$ cat config.mk
export PLATFORM = sky130hd
export DESIGN_NAME = sem_cell
export DESIGN_NICKNAME = d
export VERILOG_FILES = /design/src/rtl/sem_pkg.sv /design/src/rtl/sem_write_stage.sv /design/src/rtl/sem_read_stage.sv /design/src/rtl/sem_cell.sv
export SDC_FILE = /design/constraint.sdc
export NUM_CORES = 1
export LEC_CHECK = 0
export BUFFER_PORTS_ARGS = -buffer_cell sky130_fd_sc_hd__buf_2
export CELL_PAD_IN_SITES_DETAIL_PLACEMENT = 0
export CELL_PAD_IN_SITES_GLOBAL_PLACEMENT = 1
export CORE_UTILIZATION = 47
export CTS_BUF_LIST = sky130_fd_sc_hd__clkbuf_8
export DETAILED_ROUTE_END_ITERATION = 10
export GPL_TIMING_DRIVEN = 0
export PLACE_DENSITY_LB_ADDON = 0.1
export RECOVER_POWER = 25
export REMOVE_ABC_BUFFERS = 1
export SYNTH_ARGS = -nofsm -noshare
export SYNTH_HDL_FRONTEND = slang
export SYNTH_SLANG_ARGS = --single-unit
$ cat constraint.sdc
create_clock -name clk -period 7.85 [get_ports clk]
set_clock_uncertainty 0.15 [all_clocks]
set_input_delay 1.9625 -clock clk [delete_from_list [all_inputs] [get_ports clk]]
set_output_delay 1.9625 -clock clk [all_outputs]
set_load 0.05 [all_outputs]
$ cat src/rtl/sem_pkg.sv
package sem_pkg;
  localparam int unsigned CNT_W = 16;
  localparam int unsigned TAG_W = 2;

  typedef enum logic [1:0] {
    VIEW_RAW  = 2'd0,
    VIEW_TAG  = 2'd1,
    VIEW_WAIT = 2'd2,
    VIEW_POLL = 2'd3
  } view_e;

  function automatic logic is_pv(input view_e v);
    return (v == VIEW_WAIT) || (v == VIEW_POLL);
  endfunction
endpackage

$ cat src/rtl/sem_write_stage.sv
module sem_write_stage
  import sem_pkg::*;
#(
  parameter int unsigned W  = CNT_W,
  parameter int unsigned TW = TAG_W
) (
  input  logic          wr_req,
  input  view_e         wr_view,
  input  logic [W-1:0]  wr_data,
  input  logic [W-1:0]  count_cur,
  input  logic [TW-1:0] tag_cur,
  output logic [W-1:0]  count_mid,
  output logic [TW-1:0] tag_mid,
  output logic          tag_load
);
  localparam logic [W-1:0] CNT_MAX = {W{1'b1}};

  always_comb begin
    count_mid = count_cur;
    tag_mid   = tag_cur;
    tag_load  = 1'b0;
    if (wr_req) begin
      unique case (wr_view)
        VIEW_RAW:  count_mid = wr_data;
        VIEW_TAG: begin
          tag_mid  = wr_data[TW-1:0];
          tag_load = 1'b1;
        end
        default:   count_mid = (count_cur == CNT_MAX) ? CNT_MAX : count_cur + 1'b1;
      endcase
    end
  end
endmodule

$ cat src/rtl/sem_read_stage.sv
module sem_read_stage
  import sem_pkg::*;
#(
  parameter int unsigned W  = CNT_W,
  parameter int unsigned TW = TAG_W
) (
  input  logic          rd_req,
  input  view_e         rd_view,
  input  logic [W-1:0]  count_mid,
  input  logic [TW-1:0] tag_mid,
  output logic [W-1:0]  count_nxt,
  output logic [W-1:0]  data_nxt,
  output logic          valid_nxt,
  output logic          stall_nxt
);
  logic is_zero;
  assign is_zero = (count_mid == '0);

  always_comb begin
    count_nxt = count_mid;
    data_nxt  = '0;
    valid_nxt = 1'b0;
    stall_nxt = 1'b0;
    if (rd_req) begin
      unique case (rd_view)
        VIEW_RAW: begin
          data_nxt  = count_mid;
          valid_nxt = 1'b1;
        end
        VIEW_TAG: begin
          data_nxt  = {{(W-TW){1'b0}}, tag_mid};
          valid_nxt = 1'b1;
        end
        VIEW_WAIT: begin
          if (is_zero) begin
            stall_nxt = 1'b1;
          end else begin
            data_nxt  = count_mid;
            valid_nxt = 1'b1;
            count_nxt = count_mid - 1'b1;
          end
        end
        default: begin
          data_nxt  = count_mid;
          valid_nxt = 1'b1;
          if (!is_zero) count_nxt = count_mid - 1'b1;
        end
      endcase
    end
  end
endmodule

$ cat src/rtl/sem_cell.sv
module sem_cell
  import sem_pkg::*;
(
  input  logic             clk,
  input  logic             rst_n,
  input  logic             rd_req,
  input  logic [1:0]       rd_view,
  input  logic             wr_req,
  input  logic [1:0]       wr_view,
  input  logic [CNT_W-1:0] wr_data,
  output logic             rsp_valid,
  output logic             rsp_stall,
  output logic [CNT_W-1:0] rsp_data
);
  localparam logic [CNT_W-1:0] CNT_MAX = {CNT_W{1'b1}};

  logic [CNT_W-1:0] count_q, count_mid, count_nxt, data_nxt;
  logic [TAG_W-1:0] tag_q, tag_mid;
  logic             tag_load, valid_nxt, stall_nxt;
  logic             cnt_en;

  sem_write_stage #(.W(CNT_W), .TW(TAG_W)) u_wr (
    .wr_req    (wr_req),
    .wr_view   (view_e'(wr_view)),
    .wr_data   (wr_data),
    .count_cur (count_q),
    .tag_cur   (tag_q),
    .count_mid (count_mid),
    .tag_mid   (tag_mid),
    .tag_load  (tag_load)
  );

  sem_read_stage #(.W(CNT_W), .TW(TAG_W)) u_rd (
    .rd_req    (rd_req),
    .rd_view   (view_e'(rd_view)),
    .count_mid (count_mid),
    .tag_mid   (tag_mid),
    .count_nxt (count_nxt),
    .data_nxt  (data_nxt),
    .valid_nxt (valid_nxt),
    .stall_nxt (stall_nxt)
  );

  assign cnt_en = rd_req | wr_req;

  always_ff @(posedge clk or negedge rst_n) begin
    if (!rst_n) begin
      count_q <= '0;
    end else if (cnt_en) begin
      count_q <= count_nxt;
    end
  end

  always_ff @(posedge clk or negedge rst_n) begin
    if (!rst_n) begin
      tag_q <= '0;
    end else if (tag_load) begin
      tag_q <= tag_mid;
    end
  end

  always_ff @(posedge clk or negedge rst_n) begin
    if (!rst_n) begin
      rsp_valid <= 1'b0;
      rsp_stall <= 1'b0;
      rsp_data  <= '0;
    end else begin
      rsp_valid <= valid_nxt;
      rsp_stall <= stall_nxt;
      rsp_data  <= data_nxt;
    end
  end

  // a stall is never also a completed read
  a_r5_stall_excl: assert property (@(posedge clk) disable iff (!rst_n)
    rsp_stall |-> !rsp_valid);

  // polling reads never stall
  a_r5_poll_nostall: assert property (@(posedge clk) disable iff (!rst_n)
    (rd_req && rd_view == VIEW_POLL) |=> !rsp_stall);

  // tags hold unless a tag-view write occurs
  a_r6_tag_hold: assert property (@(posedge clk) disable iff (!rst_n)
    !(wr_req && wr_view == VIEW_TAG) |=> $stable(tag_q));

  // a lone give at the ceiling keeps the ceiling
  a_r4_saturate: assert property (@(posedge clk) disable iff (!rst_n)
    (wr_req && is_pv(view_e'(wr_view)) && !rd_req && count_q == CNT_MAX)
      |=> (count_q == CNT_MAX));

  // a lone give below the ceiling adds exactly one
  a_r4_give_inc: assert property (@(posedge clk) disable iff (!rst_n)
    (wr_req && is_pv(view_e'(wr_view)) && !rd_req && count_q != CNT_MAX)
      |=> (count_q == $past(count_q) + 1'b1));

  // a take with no write never wraps below zero
  a_r3_floor: assert property (@(posedge clk) disable iff (!rst_n)
    (rd_req && !wr_req && count_q == '0) |=> (count_q == '0));

  // idle cycles produce no response
  a_r9_idle: assert property (@(posedge clk) disable iff (!rst_n)
    !rd_req |=> (!rsp_valid && !rsp_stall));
endmodule

* Word-level counts from Yosys, hierarchy flattened
Index checks and enable logic that the tools add are counted.
** Storage, ports and cells
- Flip-flop bits (word level) :: 36
- Output and inout port bits :: 18
** Cells by class
- Add/subtract/negate cells :: 2
- Equality and inequality tests :: 4
- Multiplexer cells :: 19
- Bitwise operators :: 1
- Reduce and logical (&&, ||, !) cells :: 4
** Operator list (number)
- 16-bit two-way mux :: 7
- 16-bit one-hot mux with 2 select lines :: 2
- 16-bit by 1-bit adder with 16-bit output, second input constant :: 1
- 16-bit == test, second input constant :: 1
- 16-bit logical NOT :: 1
- 16-bit by 1-bit subtractor with 16-bit output, second input constant :: 1
- 1-bit two-way mux :: 8
- 2-bit by 1-bit == test with 1-bit output, second input constant :: 2
- 2-bit logical NOT :: 2
- 2-bit two-way mux :: 2
- 2-bit == test, second input constant :: 1
- 2-bit OR reduction :: 1
- 1-bit OR :: 1

* Depth between registers and ports, before layout
Gate-level depths: netlist (run 1).
- Word-level depth :: 8
- Gate-level depth with buffers :: 14
- Gate-level depth less buffers :: 14

* Cells and area by module
Synthesis (run 1) repeated with hierarchy kept, for this count alone.
** Second synthesis, totals
- Cell total of the unflattened synthesis :: 279
- Area, all modules :: 2675.1 µm²
** Modules (own cells, without submodules)
- sem_cell :: times used 1, cells each 56, area an instance 1172.4 µm², seq. area each 900.9 µm²
- sem_write_stage :: times used 1, cells each 132, area an instance 857.1 µm², seq. area each 0.0 µm²
- sem_read_stage :: times used 1, cells each 91, area an instance 645.6 µm², seq. area each 0.0 µm²

* Least setup slack after synthesis (run 1)
Ideal clock, no wire load.
- Kind :: input -> register
- Start :: input wr_view[1]
- End :: register rsp_data[0]
- Library setup time :: 0.120 ns
- Arrival time :: 4.873 ns
- Required time :: 7.580 ns
- Setup slack :: 2.706 ns
- Stages :: 13
- Path buffers :: 1
- Cells stage by stage :: clkbuf_2 > nand2_1 > nor3_2 > a2111oi_0 > ha_1 > nand2_1 > or4_4 > nor2_2 > inv_1 > ha_1 > a22oi_1 > nand2_1 > o211a_1
** Between the ends
- Longest elaborated chain between the ends :: 7
- Elaborated cells on any way between the ends :: 10
- Those cells by class :: 1 x eq/ne; 7 x mux; 2 x reduce/logical
** RTL lines
- start, declared :: RTL line sem_cell.sv:9 : input logic [1:0] wr_view,
- 2-bit by 1-bit == test with 1-bit output or 2-bit logical NOT (tied branches) :: RTL line sem_write_stage.sv:23 : unique case (wr_view)
- 16-bit one-hot mux with 2 select lines :: RTL line sem_write_stage.sv:23
- 16-bit two-way mux :: RTL line sem_write_stage.sv:22 : if (wr_req) begin
- 16-bit logical NOT :: RTL line sem_read_stage.sv:17 : assign is_zero = (count_mid == '0);
- 16-bit two-way mux :: RTL line sem_read_stage.sv:35 : if (is_zero) begin
- 16-bit one-hot mux with 2 select lines * :: RTL line sem_read_stage.sv:25 : unique case (rd_view)
- 16-bit two-way mux * :: RTL line sem_read_stage.sv:24 : if (rd_req) begin
- net data_nxt[0] :: RTL line sem_cell.sv:17 : logic [CNT_W-1:0] count_q, count_mid, count_nxt, data_nxt;
- end signal, assigned :: RTL line sem_cell.sv:70 : rsp_data <= data_nxt;
- end, declared :: RTL line sem_cell.sv:13 : output logic [CNT_W-1:0] rsp_data
The timed path passes the listed nets; every way through them passes the cells marked *.
A chain may end at the register's enable or synchronous reset.

* Final worst setup path (run 1)
- Start :: input wr_req
- End :: register rsp_data[0]
** Between the ends
- Longest elaborated chain between the ends :: 5
- Elaborated cells on any way between the ends :: 6
- Those cells by class :: 5 x mux; 1 x reduce/logical
** RTL lines
- start, declared :: RTL line sem_cell.sv:8 : input logic wr_req,
- 16-bit two-way mux :: RTL line sem_write_stage.sv:22
- 16-bit logical NOT :: RTL line sem_read_stage.sv:17
- 16-bit two-way mux :: RTL line sem_read_stage.sv:35
- 16-bit one-hot mux with 2 select lines * :: RTL line sem_read_stage.sv:25
- 16-bit two-way mux * :: RTL line sem_read_stage.sv:24
- net data_nxt[0] :: RTL line sem_cell.sv:17
Marks and branches as above.

==> impl_metrics.json, run 1 <==
{
  "maxSlewViolCount": 37,
  "relSlewSlack_pct": -13.12,
  "synth_edf_count": 0,
  "syn_area_um2": 2399,
  "ant_nets": 0,
  "rsz0062_at_grt": "false",
  "period_needed_ns": 5.243,
  "synth_cell_type_count": 61,
  "die_w_um": 73.44,
  "die_h_um": 73.44,
  "cts-root-buf": "clkbuf_8",
  "ir_drop_mv": 0.1442,
  "finalHoldViolations": 0,
  "cts_num_sinks": 36,
  "routed_wl_um": 5867,
  "start_util_pct": 49.79,
  "synth_top_area_cell": "dfrtp_1",
  "dp_cells": 368,
  "min_period_over_period_pct": 66.79,
  "finalPower_uw": 632.2,
  "antenna_found_initial": 0,
  "cts_made_buffers": 5,
  "grt_max_degree": 37,
  "r2r_start": "count_q[1]",
  "synth_seq_cells": 36,
  "row_count": 25,
  "power.leakage_nw": 1.201,
  "seqCellArea_um2": 900.9,
  "num_antenna_cells": 0,
  "syn_inst": 272,
  "arrival_ns": 5.26,
  "wire_per_inst_um": 15.65,
  "violations": "capacitance limit, slew limit",
  "htree_levels": 2,
  "finalSetupViolCount": 0,
  "grt_pass1_wl_um": 9459,
  "syn2layout_area_growth_pct": 13.67,
  "synth_top_family_by_area": "simple AND/OR/NAND/NOR gates",
  "cts_tree": "yes",
  "port_buffers": 41,
  "avgSynthCellArea_um2": 8.818,
  "drt_pass1_iterations": 5,
  "drive_gt1_share_pct": 20.13,
  "fmax_mhz": 190.7,
  "cts_resized": 0,
  "status": "finished with violations",
  "postPlaceCellArea_um2": 2631,
  "required_ns": 7.87,
  "multiInputGateArea_um2": 1383,
  "vias": 2160,
  "tns_ns": 0,
  "core-area_um2": 4817,
  "synthMuxAreaShare_pct": 3.234,
  "yosysSeqAreaShare_pct": 37.56,
  "drtIter0Drc": 168,
  "synth_compound_area_share_pct": 19.46,
  "viasPerCell": 5.760,
  "clk_pin_slew_ns": 0.06,
  "drv_cap": 1,
  "synth.area.top_cells": "dfrtp_1 (38%), nor2_1 (4.1%), ha_1 (3.7%), nand2_1 (3.3%), xor2_1 (2.9%)",
  "async_flop_share_pct": 100.0,
  "ys.flop_type": "dfrtp_1",
  "startpoint": "wr_req",
  "synth_top_cell_area_share_pct": 37.56,
  "powerDensity_nw_per_um2": 231.9,
  "postCtsHoldBufs": 0,
  "yosysWarnings": 0,
  "dp_hpwl_um": 4379,
  "hold_class": "reg -> reg",
  "grt_pass1_vias": 1902,
  "final_cell_mix": "buf_2 (40), dfrtp_1 (36), nor2_1 (26)",
  "synth_fa_ha_area_share_pct": 3.652,
  "grt_usage_pct": 23.50,
  "synth-simple-area-share_pct": 27.96,
  "path_max_fanout": 22,
  "final_common_cell": "buf_2",
  "final_area_um2": 2726,
  "cts_setup_buffers": 0,
  "nets": 339,
  "clockBufferDepth": 2,
  "tightest_slew_ns": 1.697,
  "end_kind": "flop",
  "gr-total-overflow": 0,
  "fill_cells": 481,
  "start_kind": "primary input",
  "hp-start": "tag_q[0]",
  "clock_latency_ns": 0.28,
  "synthXorXnorAreaFrac_pct": 3.286,
  "drc": 0,
  "layout.cells.non_filler": 375,
  "gp_congestion": 0.8760,
  "ios": 42,
  "die_area_um2": 5393,
  "crit_type": "in -> reg"
}
state kept, by name (all words and copies together), names as in the netlist:
signal	flops
rsp_stall	1
tag_q	2
count_q	16
rsp_valid	1
rsp_data	16
through the flow:
stage / utilization [%] / setup WS (ns) / hold WS (ns)
6_report: 56.60 / 2.607 / 0.3543
5_1_grt: 56.60 / 2.298 / 0.3793
4_1_cts: 56.62 / 2.631 / 0.3590
3_5_place_dp: 54.62 / 2.347 / 0.3436
3_3_place_gp: 54.39 / 1.692 / 0.3432
2_1_floorplan: - / 2.791 / 0.3211
routing by layer:
layer | track usage (%) | share of wire [%]
met1 | 35.51 | 50
met2 | 33.64 | 43
met3 | 3.292 | 4.5
met4 | 9.829 | 2.5
met5 | 0 | 0
cell families (layout without fill, tap and decap cells):
group / count (synthesis) / after routing
AO/OA/AOI/OAI: 68 / 68
multiplexers: 7 / 7
flip-flops: 36 / 36
buffers and inverters: 26 / 62
XOR/XNOR: 9 / 9
AND/OR/NAND/NOR: 119 / 119
adder cells (fa/ha/maj): 7 / 7
worst max-delay path, cell delays in order:
cell and delay, ns:
buf_2 0.23, inv_1 0.37, nor2_1 0.17, a222oi_1 0.59, nand3_1 0.31, or4_4 0.71, nor2_2 0.27, inv_1 0.08
ha_1 0.18, a22oi_1 0.18, nand2_1 0.07, o211a_1 0.13
layout make-up:
class | instances | share of cell area (%)
clock buffers | 7 | 3.534
well taps | 67 | 3.075
multi-input cells | 210 | 50.71
flip-flops and latches | 36 | 33.04
repair buffers | 42 | 7.848
inverters | 13 | 1.790
worst paths after layout:
path                                     end  slack, ns  cells after the start
worst max register to register   rsp_data[0]       3.64                     13
worst max-delay path             rsp_data[0]       2.61                     12
min in group asynchronous       rsp_data[15]       1.97                      1
max in group asynchronous         count_q[7]       4.60                      1
worst min-delay path                tag_q[0]       0.35                      1
worst min register to register      tag_q[0]       0.35                      1
Yosys cell counts, drive strengths merged, types with 2 or more instances:
cell type	number
ha	7
or4	5
nor2	27
o31ai	3
a21o	4
a2bb2oi	2
clkbuf	10
a311oi	2
mux2i	4
a21oi	13
nand2b	4
nor4	5
and4	4
nor2b	2
inv	13
nand4	11
dfrtp	36
o221ai	2
nor3b	3
and3	4
o22ai	6
o211ai	4
buf	3
xor2	8
a21boi	2
o31a	2
a31o	2
nand3	14
nand4b	2
and2	4
nor3	9
mux2	3
a22oi	2
o21ai	13
nand2	21
where the power goes:
part	switching (mW)	internal [mW]	total, mW
combinational	0.156	0.0820	0.238
clock	0.0546	0.0779	0.133
sequential	0.0417	0.220	0.262
Power figures use the tool's default switching activity.
==> inputs of run 2 (changes only) <==
- ABC_AREA: not set -> 1
- CORE_UTILIZATION: 47 -> 37
- clock period: 7.85 -> 4.8 ns (I/O delays scaled with it)
==> impl_metrics.json, run 2 <==
{
  "power.leakage_nw": 1.819,
  "powerDensity_nw_per_um2": 332.3,
  "crit_top_cell": "nand2_1",
  "p_comb_share_pct": 40.7,
  "start_util_pct": 38.68,
  "fmax_mhz": 240.8,
  "tns_ns": 0,
  "ant_nets": 0,
  "reg2reg_slack_ns": 1.21,
  "async_flop_share_pct": 100.0,
  "fill_cells": 831,
  "cts-root-buf": "clkbuf_8",
  "layout.cells.non_filler": 584,
  "synth_top_cell_area_share_pct": 31.94,
  "period_needed_ns": 4.153,
  "status": "finished with violations",
  "end_kind": "flop",
  "drt_pass1_iterations": 4,
  "grt_pass1_vias": 2467,
  "wl_met1_um": 3846,
  "finalPower_mw": 1.059,
  "rsz0062_at_grt": "false",
  "cts_num_sinks": 36,
  "drc": 0,
  "viasPerCell": 4.764,
  "syn_area_um2": 2820,
  "routed_wl_um": 7667,
  "r2r_end": "count_q[0]",
  "syn2layout_area_growth_pct": 13.00,
  "clock_power_share_pct": 21.7,
  "dr_wl_met2_um": 3440,
  "crit_slowest_cell": "ha_1",
  "drv_cap": 1,
  "wire_per_inst_um": 13.13,
  "hp-start": "tag_q[0]",
  "arrival_ns": 4.15,
  "finalHoldViolations": 0,
  "ys.flop_type": "dfrtp_1",
  "grt_max_degree": 37,
  "route.met3.wl_um": 255,
  "gr-total-overflow": 0,
  "grt_usage_pct": 20.94,
  "avgSynthCellArea_um2": 6.338,
  "cts_setup_buffers": 0,
  "path_cells": "buf_2 > nor2_2 > nor2_4 > inv_1 > nand2_1 > o21ai_0 > a21oi_1 > ha_1 > nand2_1 > nor2_1 > nand2_1 > nor2_1 > nand2_2 > ha_1 > nand2_1 > o21ai_0 > nand2_1 > o21ai_0",
  "dp_cells": 577,
  "row_count": 31,
  "clockBufferDepth": 2,
  "dp_hpwl_um": 5959,
  "die_w_um": 89.31,
  "cts_made_buffers": 5,
  "gp_congestion": 0.8432,
  "port_buffers": 41,
  "crit_type": "in -> reg",
  "worst-r2r-cell-count": 18,
  "nets": 516,
  "routed.top_layer": "met4",
  "num_antenna_cells": 0,
  "dp_slack_ns": 0.09773,
  "hold_class": "reg -> reg",
  "switching_power_uw": 456.2,
  "maxSlewViolCount": 37,
  "die_h_um": 89.31,
  "min_to": "tag_q[0]",
  "core-area_um2": 7292,
  "synth_cell_type_count": 33,
  "ios": 42,
  "cts_tree": "yes",
  "violations": "capacitance limit, slew limit",
  "required_ns": 4.80,
  "fin_util_pct": 43.70,
  "cpPeakStageDelay_ns": 0.37,
  "finalSetupViolCount": 0,
  "ir_drop_mv": 0.1946,
  "yosysMostFrequentCell": "nand2_1",
  "synth_seq_cells": 36,
  "swShare_pct": 43.08,
  "drive_gt1_share_pct": 15.88,
  "r2r_start": "count_q[0]",
  "vias": 2782,
  "die_area_um2": 7975,
  "reg.largest.list": "count_q (16), rsp_data (16), tag_q (2)",
  "yosysSeqAreaShare_pct": 31.94,
  "final_cell_mix": "nand2_1 (145), inv_1 (70), nor2_1 (53)",
  "setup_ws_ns": 0.6474,
  "synth.area.top_cells": "dfrtp_1 (32%), nand2_1 (19%), inv_1 (9.3%), nand3_1 (7.6%), nor2_1 (7.1%)",
  "clock_latency_ns": 0.29,
  "pwr-share-seq_pct": 37.7,
  "synth_edf_count": 0,
  "grt_pass1_wl_um": 12620,
  "whs_path_depth": 1,
  "clk_pin_slew_ns": 0.07,
  "final_common_cell": "nand2_1",
  "cpLargestDelayFamily": "simple AND/OR/NAND/NOR gates",
  "crit_buf_inv": 2,
  "htree_levels": 2,
  "syn_inst": 445,
  "drtIter0Drc": 81,
  "synthTopCellsByCount": "nand2_1 (146), inv_1 (70), nor2_1 (53), nand3_1 (43), dfrtp_1 (36)",
  "start_kind": "primary input",
  "path_max_fanout": 20,
  "synth_top_area_cell": "dfrtp_1",
  "internal-power_uw": 602.7,
  "yosysWarnings": 0,
  "min_period_over_period_pct": 86.51,
  "tightest_slew_ns": 1.815,
  "antenna_found_initial": 0,
  "relSlewSlack_pct": -21.01
}
run 2: cell types whose count changed after synthesis, sizes merged, moves of 7 or more:
cell / delta
clkbuf: -10
nand2: +131
nand3: +31
xor2: -7
inv: +59
nor2: +39
run 2: layout make-up:
| type | count | area [um2] | share of cell area, % |
|---|---|---|---|
| Clock buffer | 7 | 96.34 | 3.023 |
| Inverter | 72 | 270.3 | 8.481 |
| Timing Repair Buffer | 41 | 203.9 | 6.400 |
| Multi-Input combinational cell | 329 | 1592 | 49.94 |
| Sequential cell | 36 | 900.9 | 28.27 |
| Tap cell | 99 | 123.9 | 3.887 |
run 2: worst max path at each step:
stage                    start    endpoint  depth (start not counted)
finish              wr_view[1]  count_q[0]                         18
global route        wr_view[1]  count_q[0]                         18
CTS                 wr_view[1]  count_q[0]                         18
detailed placement  wr_view[1]  count_q[0]                         18
global placement    wr_view[1]  count_q[0]                         18
floorplan           wr_view[0]  count_q[0]                         18
run 2: power groups by stage:
stage	Sequential [mW]	Combinational, mW	Clock [mW]
floorplan	0.444	0.267	0
finish	0.399	0.431	0.229
global route	0.406	0.486	0.249
detailed placement	0.404	0.429	0
CTS	0.399	0.432	0.236
global placement	0.404	0.428	0
run 2: layer usage:
| layer | global-route usage, % | up-vias |
|---|---|---|
| li1 | - | 1480 |
| met1 | 29.29 | 1225 |
| met5 | 0 | - |
| met4 | 5.772 | 0 |
| met2 | 34.49 | 69 |
| met3 | 2.124 | 8 |
run 2: repair_timing:
| action | CTS | global route |
|---|---|---|
| gates resized for setup | 0 | 1 |
| setup endpoints to repair | 0 | 1 |
| hold buffers | 0 | 0 |
run 2: cells by family after synthesis:
group / synth area share (%)
xor gates and xnor gates: 0.3106
AOI/OAI and AO/OA: 7.454
DFF: 31.94
and+or+nand+nor: 45.08
muxes: 0.3993
adders and majority gates: 3.105
buffers and inverters: 11.71
run 2: stage by stage:
step	hold WS, ns	area, um2
finish	0.3729	3187
global route	0.3937	3187
CTS	0.3734	3186
detailed placement	0.3585	3089
global placement	0.3522	3089
floorplan	0.3107	2760
